$ cat src/rtl/mcl_pkg.sv
package mcl_pkg;

    typedef enum logic {
        DIR_FALL = 1'b0,
        DIR_RISE = 1'b1
    } edge_dir_e;

    typedef struct packed {
        logic fmt_sel;
        logic ins_all;
        logic fmt_valid;
    } cfg_t;

    localparam logic SYNC_IDLE = 1'b1;

    function automatic edge_dir_e dir_of(input logic new_level);
        return new_level ? DIR_RISE : DIR_FALL;
    endfunction

endpackage

$ cat src/rtl/mcl_sync_edge.sv
module mcl_sync_edge
    import mcl_pkg::*;
(
    input  logic      clk,
    input  logic      rst,
    input  logic      sync_n,
    output logic      edge_stb,
    output edge_dir_e edge_dir
);
    logic sync_q;

    always_ff @(posedge clk) begin
        if (rst) sync_q <= SYNC_IDLE;
        else     sync_q <= sync_n;
    end

    assign edge_stb = (sync_n != sync_q);
    assign edge_dir = dir_of(sync_n);

endmodule

$ cat src/rtl/mcl_capture_timer.sv
module mcl_capture_timer
    import mcl_pkg::*;
#(
    parameter int DELAY = 2
) (
    input  logic      clk,
    input  logic      rst,
    input  logic      edge_stb,
    input  edge_dir_e edge_dir,
    output logic      cap_stb,
    output edge_dir_e cap_dir
);
    localparam int CW = (DELAY < 2) ? 1 : $clog2(DELAY + 1);
    localparam logic [CW-1:0] LOAD = CW'(DELAY - 1);

    logic          armed;
    logic [CW-1:0] cnt;
    edge_dir_e     dir_q;

    assign cap_stb = armed && (cnt == '0) && !edge_stb;
    assign cap_dir = dir_q;

    always_ff @(posedge clk) begin
        if (rst) begin
            armed <= 1'b0;
            cnt   <= '0;
            dir_q <= DIR_FALL;
        end else if (edge_stb) begin
            armed <= 1'b1;
            cnt   <= LOAD;
            dir_q <= edge_dir;
        end else if (cap_stb) begin
            armed <= 1'b0;
        end else if (armed && cnt != '0) begin
            cnt <= cnt - 1'b1;
        end
    end

    generate
        if (DELAY > 1) begin : g_restart_chk
            assert_restart_R6: assert property (@(posedge clk) disable iff (rst)
                edge_stb |=> !cap_stb)
                else $error("capture fired one edge after a sync change");
        end
    endgenerate

endmodule

$ cat src/rtl/mcl_cfg_regs.sv
module mcl_cfg_regs
    import mcl_pkg::*;
(
    input  logic      clk,
    input  logic      rst,
    input  logic      cap_stb,
    input  edge_dir_e cap_dir,
    input  logic      m2,
    output cfg_t      cfg
);
    always_ff @(posedge clk) begin
        if (rst) begin
            cfg <= '0;
        end else if (cap_stb) begin
            if (cap_dir == DIR_RISE) begin
                cfg.fmt_sel   <= m2;
                cfg.fmt_valid <= 1'b1;
            end else begin
                cfg.ins_all <= m2;
            end
        end
    end

    assert_hold_R7: assert property (@(posedge clk) disable iff (rst)
        !cap_stb |=> $stable(cfg.fmt_sel) && $stable(cfg.ins_all))
        else $error("configuration bit moved without a capture");

    assert_valid_sticky_R5: assert property (@(posedge clk) disable iff (rst)
        cfg.fmt_valid |=> cfg.fmt_valid)
        else $error("format valid flag dropped");

endmodule

$ cat src/rtl/mode_cfg_latch.sv
module mode_cfg_latch
    import mcl_pkg::*;
#(
    parameter int CAPTURE_DELAY = 2
) (
    input  logic clk,
    input  logic rst,
    input  logic sync_n,
    input  logic m1,
    input  logic m2,
    output logic m1_cfg,
    output logic fmt_sel,
    output logic ins_all,
    output logic fmt_valid
);
    logic      edge_stb;
    edge_dir_e edge_dir;
    logic      cap_stb;
    edge_dir_e cap_dir;
    cfg_t      cfg;

    mcl_sync_edge u_edge (
        .clk      (clk),
        .rst      (rst),
        .sync_n   (sync_n),
        .edge_stb (edge_stb),
        .edge_dir (edge_dir)
    );

    mcl_capture_timer #(.DELAY(CAPTURE_DELAY)) u_timer (
        .clk      (clk),
        .rst      (rst),
        .edge_stb (edge_stb),
        .edge_dir (edge_dir),
        .cap_stb  (cap_stb),
        .cap_dir  (cap_dir)
    );

    mcl_cfg_regs u_regs (
        .clk     (clk),
        .rst     (rst),
        .cap_stb (cap_stb),
        .cap_dir (cap_dir),
        .m2      (m2),
        .cfg     (cfg)
    );

    assign m1_cfg    = m1;
    assign fmt_sel   = cfg.fmt_sel;
    assign ins_all   = cfg.ins_all;
    assign fmt_valid = cfg.fmt_valid;

    assert_rise_cap_R3: assert property (@(posedge clk) disable iff (rst)
        (cap_stb && cap_dir == DIR_RISE) |=> (fmt_sel == $past(m2)) && $stable(ins_all))
        else $error("rising capture did not load format select");

    assert_fall_cap_R4: assert property (@(posedge clk) disable iff (rst)
        (cap_stb && cap_dir == DIR_FALL) |=> (ins_all == $past(m2)) && $stable(fmt_sel))
        else $error("falling capture did not load sync-on-all bit");

    assert_valid_rise_R5: assert property (@(posedge clk) disable iff (rst)
        $rose(fmt_valid) |-> $past(cap_stb && cap_dir == DIR_RISE))
        else $error("valid flag set without a rising capture");

    always_comb begin
        assert_m1_pass_R2: assert (m1_cfg == m1)
            else $error("static mode pin not passed through");
    end

endmodule

$ cat config.mk
export PLATFORM = sky130hd
export DESIGN_NAME = mode_cfg_latch
export DESIGN_NICKNAME = d
export VERILOG_FILES = /design/src/rtl/mcl_pkg.sv /design/src/rtl/mcl_sync_edge.sv /design/src/rtl/mcl_capture_timer.sv /design/src/rtl/mcl_cfg_regs.sv /design/src/rtl/mode_cfg_latch.sv
export SDC_FILE = /design/constraint.sdc
export NUM_CORES = 1
export LEC_CHECK = 0
export CAP_MARGIN = 0
export CORE_AREA = 2 2 39 41
export DETAILED_ROUTE_END_ITERATION = 8
export DIE_AREA = 0 0 41 43
export GPL_ROUTABILITY_DRIVEN = 1
export PLACE_DENSITY = 0.55
export SYNTH_ARGS = -nofsm -noshare
export SYNTH_HDL_FRONTEND = slang
export SYNTH_SLANG_ARGS = --single-unit
$ cat constraint.sdc
create_clock -name clk -period 1.2 [get_ports clk]
set_input_delay 0.24 -clock clk [delete_from_list [all_inputs] [get_ports clk]]
set_output_delay 0.24 -clock clk [all_outputs]
set_load 0.005 [all_outputs]
==> results of run 1 <==
[placed cells by master, fill, tap and decap left out, drive strengths merged]
cell	n
ha	1
o21ai	1
xnor2	2
or2	1
and4	1
o21ba	1
clkdlybuf4s50	2
mux2i	2
a21oi	3
nand2	1
buf	7
nand2b	3
dlymetal6s2s	1
clkbuf	3
and2b	1
dlygate4sd2	3
a2111oi	1
dfxtp	8
nand4b	1
nor2	1
inv	5
[worst paths after layout]
| check | slack, ns | start | cells after the start | endpoint |
|---|---|---|---|---|
| worst max-delay path | -0.01 | u_timer.cnt[0] | 4 | u_timer.cnt[1] |
| worst min register to register | 0.47 | u_regs.cfg[2] | 2 | u_regs.cfg[2] |
| worst max register to register | -0.01 | u_timer.cnt[0] | 4 | u_timer.cnt[1] |
| worst min-delay path | 0.38 | sync_n | 3 | u_edge.sync_q |
[what timing repair did]
item,CTS,global route
hold buffers,0,0
setup endpoints to repair,4,3
cloned,0,0
setup buffers,0,1
pin swaps,1,3
resized for setup,3,5
[worst max-delay path, stage by stage, from the launching register on]
cell and delay (ns):
dfxtp_2 0.32, inv_2 0.06, ha_4 0.13, and2b_2 0.26, a2111oi_4 0.34
[metal layers]
layer	global-route usage	vias to the layer above	part of all wire	wire, um
li1	-	143	-	-
met1	0.1307	121	0.44	275
met2	0.09375	3	0.51	319
met3	0.03141	2	0.027	17
met4	0.08000	0	0.019	12
met5	0	-	0	0
[per-stage QoR]
stage | utilization | area [um^2]
2_1_floorplan | - | 357.8
3_3_place_gp | 0.3436 | 475.5
3_5_place_dp | 0.3436 | 475.5
4_1_cts | 0.3571 | 494.2
5_1_grt | 0.3807 | 526.8
6_report | 0.3807 | 526.8
[logic make-up (layout without fill, tap and decap cells)]
family / count (synthesis) / in the layout
AO/OA/AOI/OAI: 6 / 6
buffers and inverters: 6 / 21
XOR/XNOR: 2 / 2
adder cells (fa/ha/maj): 1 / 1
AND/OR/NAND/NOR: 9 / 9
flip-flops: 8 / 8
multiplexers: 2 / 2
[power groups by stage]
stage	clock network (mW)	registers, mW	logic, mW
after floorplan	0	0.294	0.0529
after global placement	0	0.294	0.0987
after detailed placement	0	0.295	0.0999
after CTS	0.214	0.289	0.0992
after global routing	0.224	0.291	0.130
final	0.207	0.289	0.118
[final cells by class]
cell class | instances | share of cell area
well taps | 16 | 0.03800
multi-input cells | 20 | 0.3634
repair buffers | 13 | 0.2114
flip-flops and latches | 8 | 0.3088
clock buffers | 3 | 0.04276
inverters | 5 | 0.03563
[sequential cells by signal, indices dropped and copies added, names as in the netlist]
signal / flops
u_timer.cnt: 2
u_regs.cfg: 3
u_edge.sync_q: 1
u_timer.armed: 1
u_timer.cap_dir: 1
==> impl_metrics.ini, run 1 <==
[logic_synthesis]
netlist_area_before_placement_um2 = 349.1
synth_mux_area_frac = 0.05735
synthCells = 34
synth_cell_types = 18
synthArstFlopShare = 0
post_synth_and_or_nand_nor_area_fraction = 0.1720
synthXorXnorAreaFrac = 0.07168
yosys.area.top_type_share = 0.4588
synth_top_cells_by_area = dfxtp_1, mux2i_1, inv_1, nand2b_1, xnor2_2
syn_avg_cell_area_um2 = 10.27
synth_compound_gate_area_share = 0.1290
synth_adder_area_share = 0.03584
synth_area_leader_cell = dfxtp_1
synth_common_cells = dfxtp_1, inv_1, a21oi_1, nand2b_1, mux2i_1
synth-edff-count = 0
synth-seq-cells = 8
synth_top_family_by_area = simple AND/OR/NAND/NOR gates
synth_flop_cell = dfxtp_1
postSynthNetCount = 40
yosysWarnings = 0
post-synth-top-count-cell = dfxtp_1
synth-seq-area-share = 0.4588

[min_path]
hold_path.class = input port to flip-flop

[routing]
detail_route.wl_per_cell_um = 9.600
remaining_drc_errors = 0
antenna_violating_nets_left = 0
route.detailed.vias_per_inst = 4.138
route.vias.total = 269
first_iter_violations = 1
firstDrtPassIters = 2
routed_wirelength_um = 624

[power_and_ir_drop]
finalPower_mw = 0.6153
proportion_of_total_power_due_to_net_switching = 0.2449
net-switching-power_mw = 0.1507
comb_power_share = 0.192
irDropWorstVdd_mv = 0.4328
leakage_nw = 0.2374
intPower_mw = 0.4646
pwr_density_cell_mw_per_mm2 = 1168
clkPwrFrac = 0.337
seq_power_share = 0.470

[timing]
fin_crit_sh = 1.011
slew_viol_final = 0
slack_of_the_critical_path_ns = -0.01278
hold_viol_final = 0
fin_tns_setup_ns = -0.01278
grt_setup_unrepaired = yes
timing.max_slew.rel_slack = 0.7852
whs_ns = 0.3776
final.min_clock_period_ns = 1.213
max_slew.worst_pin.slew_ns = 0.3212
fmaxAchievable_ghz = 0.8246
setup_viol_count_final = 1
fin_skew_ns = 0.001542

[final_layout]
num-fill-cells = 141
drive_above_1_share = 0.4490
regArea_um2 = 162.7
fin_cells = 65
area_growth_syn_to_layout_pct = 50.90
multi_input_comb_area_um2 = 191.4
final_nets = 57
n_antenna_cell = 0

[global_route]
grt_pass1_vias = 257
largest_net_degree_at_the_start_of_global_routing = 9
groute.usage.overall = 0.08880
global_route_wire_length_before_repair_um = 1021
antenna_found_initial = 0
global_route.overflow_total = 0

[worst_setup_path]
worst_ep_required_time_ns = 1.35
start_kind = flip-flop
timing.critical_path.fanout_max = 4
startpoint_to_endpoint_class_of_the_critical_path = flip-flop to flip-flop
crit_arrival_ns = 1.36
worst_setup_path_end_kind = flip-flop

[clocking]
cts_made_buffers = 3
clk_pin_slew_worst_paths_ns = 0.06
cts-htree-levels = 1
insertion_delay_ns = 0.25
ctsLongestPathBuffers = 2
clock_sinks = 8
cts_root_buffer = clkbuf_4
cts_tree = built

[run_status]
violations = setup timing
status = complete, but fails checks

[die]
ioPinCount = 9
design.core.area_mm2 = 0.001384
rows = 14
start_util = 0.2523
dieWidth_um = 41
die_height_um = 43
die_area_mm2 = 0.001763

[placement]
dp_worst_setup_slack_ns = -0.2451
port_buffers = 6
place_congestion = 0.6761
placed_cells_incl_taps = 61

[run]
drv_cap = 0
(Power assumes the default switching activity.)
==> run 2, diff against run 1 <==
--- a/config.mk
+++ b/config.mk
@@ -5,7 +5,7 @@
 export SDC_FILE = /design/constraint.sdc
 export NUM_CORES = 1
 export LEC_CHECK = 0
-export CAP_MARGIN = 0
+export CAP_MARGIN = 20
 export CORE_AREA = 2 2 39 41
 export DETAILED_ROUTE_END_ITERATION = 8
 export DIE_AREA = 0 0 41 43
==> results of run 2 <==
No change in the layout: final DEF, timing and power equal those of run 1.
